==> src/rtl/gfx_ctrl_pkg.sv <==
// Package: shared encodings for the graphics control port.
// Assumes a 32-bit register window; bit positions follow the status layout
// that software decodes.
package gfx_ctrl_pkg;

    typedef enum logic [1:0] {
        XF_IDLE    = 2'd0,
        XF_BUSY    = 2'd1,
        XF_VRAM_RD = 2'd2,
        XF_BUSY2   = 2'd3
    } xfer_e;

    typedef enum logic [1:0] {
        DIR_OFF    = 2'd0,
        DIR_FIFO   = 2'd1,
        DIR_TO_GPU = 2'd2,
        DIR_TO_CPU = 2'd3
    } dma_dir_e;

    // Decoded control command, at most one bit set per write
    typedef struct packed {
        logic soft_rst;
        logic flush;
        logic irq_ack;
        logic disp_set;
        logic dir_set;
        logic mode_set;
        logic info;
    } ctl_cmd_t;

    localparam logic [31:0] STAT_RESET = 32'h1480_2000;
    localparam logic [31:0] STAT_FIXED = 32'h0000_2000;

    localparam int SB_REVERSE = 14;
    localparam int SB_HRES2   = 16;
    localparam int SB_HRES1   = 17;
    localparam int SB_VRES    = 19;
    localparam int SB_PAL     = 20;
    localparam int SB_DEPTH   = 21;
    localparam int SB_ILACE   = 22;
    localparam int SB_DISPOFF = 23;
    localparam int SB_IRQ     = 24;
    localparam int SB_DMAREQ  = 25;
    localparam int SB_RDYCMD  = 26;
    localparam int SB_RDYSEND = 27;
    localparam int SB_RDYDMA  = 28;
    localparam int SB_DIR     = 29;

endpackage

==> src/rtl/gfx_cmd_decode.sv <==
// Module: gfx_cmd_decode
// Turns the opcode of a control word into a one-hot command struct.
// Assumes 'valid' is already qualified by the write strobe and control offset.
module gfx_cmd_decode
    import gfx_ctrl_pkg::*;
(
    input  logic       valid,
    input  logic [7:0] opcode,
    output ctl_cmd_t   cmd
);

    // Opcode decode; unlisted opcodes decode to no command
    always_comb begin
        cmd = '0;
        if (valid) begin
            case (opcode)
                8'h00:   cmd.soft_rst = 1'b1;
                8'h01:   cmd.flush    = 1'b1;
                8'h02:   cmd.irq_ack  = 1'b1;
                8'h03:   cmd.disp_set = 1'b1;
                8'h04:   cmd.dir_set  = 1'b1;
                8'h08:   cmd.mode_set = 1'b1;
                default: cmd.info     = (opcode[7:4] == 4'h1);
            endcase
        end
    end

endmodule

==> src/rtl/gfx_ready_track.sv <==
// Module: gfx_ready_track
// Registers the readiness flags from the transfer state and selects the DMA
// request using the direction that takes effect at the same edge.
// Assumes xfer_state and cmd_collecting are synchronous to clk.
module gfx_ready_track
    import gfx_ctrl_pkg::*;
(
    input  logic       clk,
    input  logic       rst_n,
    input  logic [1:0] xfer_state,
    input  logic       cmd_collecting,
    input  dma_dir_e   dir_nxt,
    output logic       rdy_cmd,
    output logic       rdy_send,
    output logic       rdy_dma,
    output logic       dma_req
);

    xfer_e st;
    logic  c_cmd, c_send, c_dma, c_req;

    // Combinational readiness from the current transfer state
    always_comb begin
        st     = xfer_e'(xfer_state);
        c_cmd  = (st == XF_IDLE);
        c_send = (st == XF_VRAM_RD);
        c_dma  = c_cmd || (!c_send && cmd_collecting);
        case (dir_nxt)
            DIR_OFF:    c_req = 1'b0;
            DIR_FIFO:   c_req = 1'b1;
            DIR_TO_GPU: c_req = c_dma;
            default:    c_req = c_send;
        endcase
    end

    // Flag and request registers; reset assumes an idle engine
    always_ff @(posedge clk) begin
        if (!rst_n) begin
            rdy_cmd  <= 1'b1;
            rdy_send <= 1'b0;
            rdy_dma  <= 1'b1;
            dma_req  <= 1'b0;
        end else begin
            rdy_cmd  <= c_cmd;
            rdy_send <= c_send;
            rdy_dma  <= c_dma;
            dma_req  <= c_req;
        end
    end

    AST_RDY_EXCL: assert property (@(posedge clk) disable iff (!rst_n)
        !(rdy_cmd && rdy_send));
    AST_CMD_GIVES_DMA: assert property (@(posedge clk) disable iff (!rst_n)
        rdy_cmd |-> rdy_dma);
    AST_SEND_BLOCKS_DMA: assert property (@(posedge clk) disable iff (!rst_n)
        rdy_send |-> !rdy_dma);

endmodule

==> src/rtl/gfx_info_latch.sv <==
// Module: gfx_info_latch
// Readback latch loaded by info-query subcommands with packed fields.
// Assumes 2*COORD_W, 2*OFS_W and TWIN_W all fit in 32 bits.
module gfx_info_latch #(
    parameter int COORD_W = 10,
    parameter int OFS_W   = 11,
    parameter int TWIN_W  = 20
) (
    input  logic               clk,
    input  logic               rst_n,
    input  logic               load,
    input  logic [2:0]         sub,
    input  logic [COORD_W-1:0] area_left,
    input  logic [COORD_W-1:0] area_top,
    input  logic [COORD_W-1:0] area_right,
    input  logic [COORD_W-1:0] area_bottom,
    input  logic [OFS_W-1:0]   ofs_x,
    input  logic [OFS_W-1:0]   ofs_y,
    input  logic [TWIN_W-1:0]  tex_window,
    output logic [31:0]        latch
);

    localparam int PAD_AREA = 32 - 2 * COORD_W;
    localparam int PAD_OFS  = 32 - 2 * OFS_W;
    localparam int PAD_TWIN = 32 - TWIN_W;

    // Latch update; subcommands without a field keep the old word
    always_ff @(posedge clk) begin
        if (!rst_n) begin
            latch <= '0;
        end else if (load) begin
            case (sub)
                3'd2: latch <= {{PAD_TWIN{1'b0}}, tex_window};
                3'd3: latch <= {{PAD_AREA{1'b0}}, area_top, area_left};
                3'd4: latch <= {{PAD_AREA{1'b0}}, area_bottom, area_right};
                3'd5: latch <= {{PAD_OFS{1'b0}}, ofs_y, ofs_x};
                default: ;
            endcase
        end
    end

    AST_INFO_KEEP: assert property (@(posedge clk) disable iff (!rst_n)
        (load && (sub[2:1] == 2'b00 || sub[2:1] == 2'b11)) |=> $stable(latch));

endmodule

==> src/rtl/gfx_ctrl_port.sv <==
// Module: gfx_ctrl_port
// Register window of the graphics control side: decodes control commands,
// holds the status word, forwards drawing-port words and drives DMA request.
// Assumes one register access per cycle; a write wins over a same-cycle read.
module gfx_ctrl_port
    import gfx_ctrl_pkg::*;
#(
    parameter int ADDR_W  = 4,
    parameter int COORD_W = 10,
    parameter int OFS_W   = 11,
    parameter int TWIN_W  = 20
) (
    input  logic               clk,
    input  logic               rst_n,
    input  logic               region_pal,
    input  logic               reg_wr,
    input  logic               reg_rd,
    input  logic [ADDR_W-1:0]  reg_addr,
    input  logic [31:0]        reg_wdata,
    output logic [31:0]        reg_rdata,
    output logic               draw_wr,
    output logic [31:0]        draw_wdata,
    input  logic [1:0]         xfer_state,
    input  logic               cmd_collecting,
    input  logic               irq_raise,
    input  logic [COORD_W-1:0] area_left,
    input  logic [COORD_W-1:0] area_top,
    input  logic [COORD_W-1:0] area_right,
    input  logic [COORD_W-1:0] area_bottom,
    input  logic [OFS_W-1:0]   ofs_x,
    input  logic [OFS_W-1:0]   ofs_y,
    input  logic [TWIN_W-1:0]  tex_window,
    output logic               dma_req,
    output logic               queue_flush
);

    localparam logic [ADDR_W-1:0] OFS_DATA = ADDR_W'(0);
    localparam logic [ADDR_W-1:0] OFS_CTRL = ADDR_W'(4);

    logic        ctl_wr, data_wr;
    ctl_cmd_t    cmd;
    logic [7:0]  mode_q;
    logic        dispoff_q, irq_q;
    dma_dir_e    dir_q, dir_nxt;
    logic        rdy_cmd, rdy_send, rdy_dma;
    logic [31:0] latch, status;

    assign ctl_wr  = reg_wr && (reg_addr == OFS_CTRL);
    assign data_wr = reg_wr && (reg_addr == OFS_DATA);

    gfx_cmd_decode u_dec (
        .valid  (ctl_wr),
        .opcode (reg_wdata[31:24]),
        .cmd    (cmd)
    );

    // Direction taking effect at this edge; reset forces it off
    always_comb begin
        dir_nxt = dir_q;
        if (cmd.soft_rst)     dir_nxt = DIR_OFF;
        else if (cmd.dir_set) dir_nxt = dma_dir_e'(reg_wdata[1:0]);
    end

    gfx_ready_track u_rdy (
        .clk            (clk),
        .rst_n          (rst_n),
        .xfer_state     (xfer_state),
        .cmd_collecting (cmd_collecting),
        .dir_nxt        (dir_nxt),
        .rdy_cmd        (rdy_cmd),
        .rdy_send       (rdy_send),
        .rdy_dma        (rdy_dma),
        .dma_req        (dma_req)
    );

    gfx_info_latch #(.COORD_W(COORD_W), .OFS_W(OFS_W), .TWIN_W(TWIN_W)) u_info (
        .clk         (clk),
        .rst_n       (rst_n),
        .load        (cmd.info),
        .sub         (reg_wdata[2:0]),
        .area_left   (area_left),
        .area_top    (area_top),
        .area_right  (area_right),
        .area_bottom (area_bottom),
        .ofs_x       (ofs_x),
        .ofs_y       (ofs_y),
        .tex_window  (tex_window),
        .latch       (latch)
    );

    // Display fields, interrupt flag and direction held by control commands
    always_ff @(posedge clk) begin
        if (!rst_n || cmd.soft_rst) begin
            mode_q    <= {4'b0000, region_pal, 3'b000};
            dispoff_q <= STAT_RESET[SB_DISPOFF];
            irq_q     <= irq_raise;
        end else begin
            if (cmd.mode_set) mode_q    <= reg_wdata[7:0];
            if (cmd.disp_set) dispoff_q <= reg_wdata[0];
            if (irq_raise)        irq_q <= 1'b1;
            else if (cmd.irq_ack) irq_q <= 1'b0;
        end
        if (!rst_n) dir_q <= DIR_OFF;
        else        dir_q <= dir_nxt;
    end

    // Status word assembly in the layout software decodes
    always_comb begin
        status              = STAT_FIXED;
        status[SB_REVERSE]  = mode_q[7];
        status[SB_HRES2]    = mode_q[6];
        status[SB_HRES1+:2] = mode_q[1:0];
        status[SB_VRES]     = mode_q[2];
        status[SB_PAL]      = mode_q[3];
        status[SB_DEPTH]    = mode_q[4];
        status[SB_ILACE]    = mode_q[5];
        status[SB_DISPOFF]  = dispoff_q;
        status[SB_IRQ]      = irq_q;
        status[SB_DMAREQ]   = dma_req;
        status[SB_RDYCMD]   = rdy_cmd;
        status[SB_RDYSEND]  = rdy_send;
        status[SB_RDYDMA]   = rdy_dma;
        status[SB_DIR+:2]   = dir_q;
    end

    // Registered read port; a same-cycle write suppresses the read
    always_ff @(posedge clk) begin
        if (!rst_n) begin
            reg_rdata <= '0;
        end else if (reg_rd && !reg_wr) begin
            if (reg_addr == OFS_DATA)      reg_rdata <= latch;
            else if (reg_addr == OFS_CTRL) reg_rdata <= status;
            else                           reg_rdata <= 32'hFFFF_FFFF;
        end
    end

    // Drawing-port forward and queue flush pulses
    always_ff @(posedge clk) begin
        if (!rst_n) begin
            draw_wr     <= 1'b0;
            draw_wdata  <= '0;
            queue_flush <= 1'b0;
        end else begin
            draw_wr     <= data_wr;
            if (data_wr) draw_wdata <= reg_wdata;
            queue_flush <= cmd.soft_rst || cmd.flush;
        end
    end

    AST_WR_OVER_RD: assert property (@(posedge clk) disable iff (!rst_n)
        (reg_wr && reg_rd) |=> $stable(reg_rdata));
    AST_IRQ_ACK: assert property (@(posedge clk) disable iff (!rst_n)
        (cmd.irq_ack && !irq_raise) |=> !status[SB_IRQ]);
    AST_IRQ_RAISE: assert property (@(posedge clk) disable iff (!rst_n)
        irq_raise |=> status[SB_IRQ]);
    AST_DIR_OFF_IDLE: assert property (@(posedge clk) disable iff (!rst_n)
        (dir_q == DIR_OFF) |-> !dma_req);
    AST_DIR_FIFO_REQ: assert property (@(posedge clk) disable iff (!rst_n)
        (dir_q == DIR_FIFO) |-> dma_req);
    AST_DIR_GPU_REQ: assert property (@(posedge clk) disable iff (!rst_n)
        (dir_q == DIR_TO_GPU) |-> (dma_req == rdy_dma));
    AST_DIR_CPU_REQ: assert property (@(posedge clk) disable iff (!rst_n)
        (dir_q == DIR_TO_CPU) |-> (dma_req == rdy_send));
    AST_SOFT_RESET: assert property (@(posedge clk) disable iff (!rst_n)
        cmd.soft_rst |=> (!dma_req && queue_flush && status[SB_DISPOFF]));
    AST_DRAW_PULSE: assert property (@(posedge clk) disable iff (!rst_n)
        data_wr |=> draw_wr);

endmodule

==> config.mk <==
export PLATFORM = sky130hd
export DESIGN_NAME = gfx_ctrl_port
export DESIGN_NICKNAME = d
export VERILOG_FILES = /design/src/rtl/gfx_ctrl_pkg.sv /design/src/rtl/gfx_cmd_decode.sv /design/src/rtl/gfx_ready_track.sv /design/src/rtl/gfx_info_latch.sv /design/src/rtl/gfx_ctrl_port.sv
export SDC_FILE = /design/constraint.sdc
export NUM_CORES = 1
export LEC_CHECK = 0
export CELL_PAD_IN_SITES_DETAIL_PLACEMENT = 0
export CELL_PAD_IN_SITES_GLOBAL_PLACEMENT = 1
export CORE_UTILIZATION = 32
export CTS_CLUSTER_SIZE = 28
export DETAILED_ROUTE_END_ITERATION = 7
export PLACE_DENSITY_LB_ADDON = 0.1
export SETUP_SLACK_MARGIN = 0.15
export SLEW_MARGIN = 40
export SYNTH_ARGS = -nofsm -noshare
export SYNTH_HDL_FRONTEND = slang
export SYNTH_SLANG_ARGS = --single-unit
==> constraint.sdc <==
create_clock -name clk -period 5.3 [get_ports clk]
set_input_delay 1.325 -clock clk [delete_from_list [all_inputs] [get_ports clk]]
set_output_delay 1.325 -clock clk [all_outputs]
set_load 0.02 [all_outputs]
==> impl_metrics.tcl, run 1 <==
set metrics [dict create \
    ctsHtreeMaxLevel 3 \
    worst-slew-pin-transition_ps 670 \
    synthTopCellsByCount "sky130_fd_sc_hd__dfxtp_1 (102), sky130_fd_sc_hd__a21oi_1 (93), sky130_fd_sc_hd__nand2_1 (93), sky130_fd_sc_hd__o21ai_0 (45), sky130_fd_sc_hd__clkbuf_1 (30)" \
    fin_worst_skew_ps 6.21 \
    worstPathArrival_ps 3630 \
    dominant_combinational_cell_family_by_area_after_synthesis "compound AO/OA/AOI/OAI gates" \
    layout-area-overhead-vs-synth_pct 54.1 \
    hold_slack_ps 447 \
    yosysMostFrequentCell "sky130_fd_sc_hd__dfxtp_1" \
    cts_made_buffers 9 \
    holdCritPathClass "reg2reg" \
    port_buffers 193 \
    crit_path_end_kind "flop" \
    postRouteAntennaNets 0 \
    drt_first_iter_violations 249 \
    max_slew_headroom_pct 55.3 \
    synth_compound_area_share_pct 29.3 \
    leakage_uw 0.00233 \
    critical_path.n_buffers_inverters 2 \
    synth_largest_area_cell "sky130_fd_sc_hd__dfxtp_1" \
    outcome "finished, final reports clean" \
    mappedNetlistNets 640 \
    synth.ff_latch_count 104 \
    path_delay_family "simple AND/OR/NAND/NOR gates" \
    crit_chain "clkdlybuf4s50_1 > buf_4 > nor4b_4 > nand4b_2 > nor2_2 > a32o_1" \
    finalCritPeriodShare_pct 63.2 \
    timing.final.hold_violations 0 \
    finalWirelength_um 13500 \
    max_freq_mhz 299 \
    fin_ws_ps 1950 \
    crit_fanout 34 \
    num_vias 4327 \
    post-cts-setup-buffers 0 \
    grt_use_total_pct 19.4 \
    clock_sinks 104 \
    drt-pass1-iter-count 5 \
    cts_tree "done" \
    synth_area_in_adders_pct 0 \
    final_layout_size_suffix_gt1_share_pct 5.55 \
    cts.hold.buffers_added 0 \
    totalPowerFinal_uw 1760 \
    clock_pin_slew_of_the_registers_on_the_worst_case_setup_and_hold_paths_ps 60 \
    avgRoutedWirePerCell_um 15.7 \
    grt_overflow_total 0 \
    rsz_0062_raised_after_global_routing "no" \
    die_height_um 119 \
    grt_pass1_wl_um 21800 \
    p_per_area_mw_per_mm2 261 \
    place_ws_ps 1530 \
    worstSkewPairLatency_ps 350 \
    synth_seq_area_share_pct 48.2 \
    grt_max_degree 56 \
    worstPathRequired_ps 5580 \
    drc_errors 0 \
    post_synth_xor_area_fraction_pct 0 \
    worst-r2r-cell-count 4 \
    synth.distinct_cells 37 \
    ir_drop_mv 0.125 \
    num_antenna_cells 0 \
    worst_path_max_delay_cell "sky130_fd_sc_hd__nor4b_4" \
    design.final.nets 807 \
    synthMuxAreaShare_pct 1.83 \
    postLayoutCoreUtil_pct 50.6 \
    worst_path_largest_cell_delay_ps 500 \
    asyncSetResetFlopFracSynth_pct 0 \
    dieArea_mm2 0.0141 \
    via_per_inst 5.03 \
    synth_enable_flop_cells 2 \
    setup_violations 0 \
    syn_avg_cell_area_um2 8.51 \
    netlist_instances 513 \
    worst_hold_path.num_cells 2 \
    n_fill_cell 1215 \
    finalWeightedCongestion 0.753 \
    tns_ps 0 \
    grt_antenna_before_repair 0 \
    core_ar_mm2 0.0133 \
    hpwl_um 9370 \
    std_cell_rows 42 \
    fin_crit_period_ps 3350 \
    post_cts.resized_instances 0 \
    report.final.slew_viol_count 0 \
    dieWidth_um 119 \
    number_of_warnings_printed_during_yosys_synthesis 0 \
    critical_path_class "in2reg" \
    max-cap-violations 0 \
    critical_path_cell_count 6 \
    multi_input_area_mm2 0.00209 \
    primary_ff_master_synth "sky130_fd_sc_hd__dfxtp_1" \
    start_util_pct 32.8 \
    cts-root-to-sink-buffers 2 \
    boundaryPins 194 \
    synth_simple_gate_area_share_pct 16.1 \
    synthesis.area_mm2 0.00437 \
    synth_top_area_share_pct 46.8 \
    netlist_top_cells_area "sky130_fd_sc_hd__dfxtp_1 (47%), sky130_fd_sc_hd__a21oi_1 (11%), sky130_fd_sc_hd__nand2_1 (8.0%)" \
    critPathLaunchType "input port" \
    clockRootBuffer "sky130_fd_sc_hd__clkbuf_16" \
    ff_latch_area_mm2 0.00210 \
    via_count_of_the_first_global_routing_pass 4265 \
]
-- final cells by class --
cell class                      instances  share of cell area [%]
Tap cell                              176                    3.27
Timing Repair Buffer                  202                    29.8
Clock buffer                           15                    4.43
Sequential cell                       104                    31.2
Multi-Input combinational cell        361                    31.0
Clock inverter                          1                   0.130
Inverter                                2                   0.149
-- path summary, 6_finish.rpt --
check           startpoint            end  slack, ps
min reg2reg  u_rdy.rdy_cmd  reg_rdata[26]        450
max reg2reg       dir_q[0]  u_rdy.dma_req       4400
min          u_rdy.rdy_cmd  reg_rdata[26]        450
max            reg_addr[2]      mode_q[6]       1950
-- tightest hold or removal path, cell delays in order (launching register included) --
cell                      delay, ps
sky130_fd_sc_hd__dfxtp_1        300
sky130_fd_sc_hd__nand2_1         50
sky130_fd_sc_hd__a21oi_1         50
-- power by group --
part	internal, µW	total (µW)	switching (µW)
Clock	384	668	283
Combinational	150	269	119
Sequential	807	818	11.5
Total	1340	1760	414
-- through the flow --
step,instances,cell area (µm²)
after floorplan,513,4370
after global placement,844,6390
after detailed placement,845,6430
after CTS,861,6730
after global routing,861,6730
final,861,6730
-- cells in the final DEF (no fill, tap or decap), types with 2 or more instances in the layout --
master and count:
sky130_fd_sc_hd__buf_4 8, sky130_fd_sc_hd__nand3b_1 2, sky130_fd_sc_hd__a32o_1 7, sky130_fd_sc_hd__nor4b_4 2, sky130_fd_sc_hd__nand4_1 2, sky130_fd_sc_hd__a221oi_1 11
sky130_fd_sc_hd__clkbuf_8 5, sky130_fd_sc_hd__o22ai_1 9, sky130_fd_sc_hd__o221ai_1 9, sky130_fd_sc_hd__nor3_1 3, sky130_fd_sc_hd__o21ai_0 45, sky130_fd_sc_hd__nand3_1 5
sky130_fd_sc_hd__clkdlybuf4s50_1 190, sky130_fd_sc_hd__o21a_1 9, sky130_fd_sc_hd__nor2b_2 3, sky130_fd_sc_hd__mux2i_1 8, sky130_fd_sc_hd__nor2_1 5, sky130_fd_sc_hd__dfxtp_1 102
sky130_fd_sc_hd__edfxtp_1 2, sky130_fd_sc_hd__a21oi_1 93, sky130_fd_sc_hd__a211o_1 11, sky130_fd_sc_hd__nand2b_1 22, sky130_fd_sc_hd__nand2_1 93, sky130_fd_sc_hd__buf_2 3
sky130_fd_sc_hd__clkbuf_16 9, sky130_fd_sc_hd__a22oi_1 11
-- logic make-up after synthesis --
| logic type | after synthesis |
|---|---|
| simple gates | 144 |
| mux | 8 |
| compound gates | 209 |
| buf+inv | 48 |
| flops | 104 |
-- per-layer routing --
metal / global-route usage [%] / up-vias / wire length, µm
met5: 0 / - / 0
met4: 7.12 / 0 / 211
met3: 4.92 / 16 / 950
met2: 30.5 / 155 / 6030
met1: 25.7 / 1972 / 6330
li1: - / 2184 / -
-- state kept, by name (all words and copies together), names as in the netlist --
signal,cells
u_rdy.rdy_dma,1
u_rdy.rdy_send,1
queue_flush,1
u_rdy.rdy_cmd,1
dispoff_q,1
reg_rdata,32
irq_q,1
draw_wr,1
mode_q,8
u_rdy.dma_req,1
u_info.latch,22
draw_wdata,32
dir_q,2
(Power assumes the default switching activity.)
==> run 2: changes to the inputs <==
- CORE_UTILIZATION: 32 -> 27
- clock period: 5.3 -> 2.8 ns (I/O delays scaled with it)
==> run 2 against run 1 <==
Compared with the run above: register-to-register slack worse by 2600 ps; largest cell class unchanged; design area is 1.6% higher; highest routed layer unchanged; via count is 2.1% higher.
==> impl_metrics.tcl, run 2 (synthesis gave the netlist of run 1 again) <==
set metrics [dict create \
    crit_fanout 10 \
    cts_tree "done" \
    grt_use_total_pct 18.0 \
    critical_path_class "in2reg" \
    core_ar_mm2 0.0158 \
    worst-slew-pin-transition_ps 660 \
    power.net_switching_uw 845 \
    totalPowerFinal_uw 3390 \
    layout.cells.most_common "sky130_fd_sc_hd__clkdlybuf4s50_1" \
    setup_violations 0 \
    boundaryPins 194 \
    max_freq_mhz 442 \
    place_ws_ps 184 \
    port_buffers 193 \
    fin_ws_ps 538 \
    via_per_inst 4.84 \
    num_antenna_cells 0 \
    reg.largest.list "draw_wdata x32, reg_rdata x32, u_info.latch x22" \
    critPathLaunchType "input port" \
    drt_first_iter_violations 218 \
    sequentialPowerShare_pct 45.6 \
    worstPathRequired_ps 3090 \
    final_layout_size_suffix_gt1_share_pct 7.04 \
    std_cell_rows 46 \
    worstPathArrival_ps 2560 \
    place_area_mm2 0.00653 \
    finalWeightedCongestion 0.745 \
    ff_latch_area_mm2 0.00210 \
    post-cts-setup-buffers 0 \
    fin_crit_period_ps 2260 \
    ctsHtreeMaxLevel 3 \
    max-cap-violations 0 \
    clockRootBuffer "sky130_fd_sc_hd__clkbuf_16" \
    crit_path_end_kind "flop" \
    cts_made_buffers 9 \
    p_clk_share_pct 39.1 \
    combPwrFrac_pct 15.3 \
    worstSkewPairLatency_ps 350 \
    grt_pass1_wl_um 23100 \
    drc_errors 0 \
    drt-pass1-iter-count 5 \
    avgRoutedWirePerCell_um 16.3 \
    layout-area-overhead-vs-synth_pct 56.7 \
    cts-root-to-sink-buffers 2 \
    num_vias 4416 \
    leakage_uw 0.00238 \
    holdCritPathClass "reg2reg" \
    fin_worst_skew_ps 5.90 \
    grt_max_degree 55 \
    outcome "finished, final reports clean" \
    switching_share_pct 24.9 \
    rsz_0062_raised_after_global_routing "no" \
    design.final.nets 818 \
    via_count_of_the_first_global_routing_pass 4306 \
    dieWidth_um 129 \
    postLayoutCoreUtil_pct 43.2 \
    post_cts.resized_instances 0 \
    grt_antenna_before_repair 0 \
    timing.final.hold_violations 0 \
    start_util_pct 27.6 \
    clock_pin_slew_of_the_registers_on_the_worst_case_setup_and_hold_paths_ps 80 \
    grt_overflow_total 0 \
    layout.cells.most_common_list "sky130_fd_sc_hd__clkdlybuf4s50_1 (191), sky130_fd_sc_hd__dfxtp_1 (102), sky130_fd_sc_hd__nand2_1 (93), sky130_fd_sc_hd__a21oi_1 (93), sky130_fd_sc_hd__o21ai_0 (45)" \
    clock_sinks 104 \
    finalWirelength_um 14900 \
    die_height_um 129 \
    tns_ps 0 \
    n_fill_cell 1591 \
    cts.hold.buffers_added 0 \
    layout.cell_area.non_filler_mm2 0.00684 \
    multi_input_area_mm2 0.00207 \
    max_slew_headroom_pct 55.9 \
    hpwl_um 10600 \
    power_report.internal_total_uw 2550 \
    postRouteAntennaNets 0 \
    finalCritPeriodShare_pct 80.8 \
    ir_drop_mv 0.278 \
    report.final.slew_viol_count 0 \
    p_per_area_mw_per_mm2 496 \
    dieArea_mm2 0.0167 \
]
==> run 2: power by group through the flow <==
stage	combinational [µW]	sequential, µW	clock (µW)
4_1_cts	523	1550	1380
3_5_place_dp	521	1580	0
5_1_grt	557	1550	1430
2_1_floorplan	154	1620	0
3_3_place_gp	516	1580	0
6_report	517	1550	1330
==> run 2: path summary, 6_finish.rpt <==
kind | startpoint | end | slack, ps | cells after the start
max | reg_wdata[29] | mode_q[7] | 540 | 5
min | u_rdy.rdy_cmd | reg_rdata[26] | 450 | 2
max reg2reg | dir_q[0] | u_rdy.dma_req | 1830 | 4
min reg2reg | u_rdy.rdy_cmd | reg_rdata[26] | 450 | 2
==> run 2: routing by layer <==
| metal | global-route usage (%) | vias to the layer above | part of all wire [%] |
|---|---|---|---|
| li1 | - | 2196 | - |
| met1 | 23.3 | 2062 | 46 |
| met2 | 28.4 | 144 | 46 |
| met3 | 4.50 | 14 | 6.9 |
| met4 | 7.68 | 0 | 1.8 |
| met5 | 0 | - | 0 |
==> run 2: area by class of cell <==
| class | instances | share of cell area (%) |
|---|---|---|
| Clock inverter | 6 | 1.08 |
| Sequential cell | 104 | 30.7 |
| Tap cell | 216 | 3.95 |
| Inverter | 2 | 0.110 |
| Multi-Input combinational cell | 361 | 30.3 |
| Timing Repair Buffer | 213 | 30.3 |
| Clock buffer | 10 | 3.49 |
==> run 2: worst max-delay path, cell delays in order <==
cell and delay [ps]:
sky130_fd_sc_hd__clkdlybuf4s50_1 470, sky130_fd_sc_hd__nor4b_4 500, sky130_fd_sc_hd__nand4b_2 350, sky130_fd_sc_hd__nor2_2 360
sky130_fd_sc_hd__a32o_1 170
==> run 2: metrics by stage <==
stage | std cells | hold slack (ps)
global placement | 896 | 442
CTS | 912 | 459
detailed placement | 896 | 449
global route | 912 | 470
floorplan | 513 | 429
finish | 912 | 454
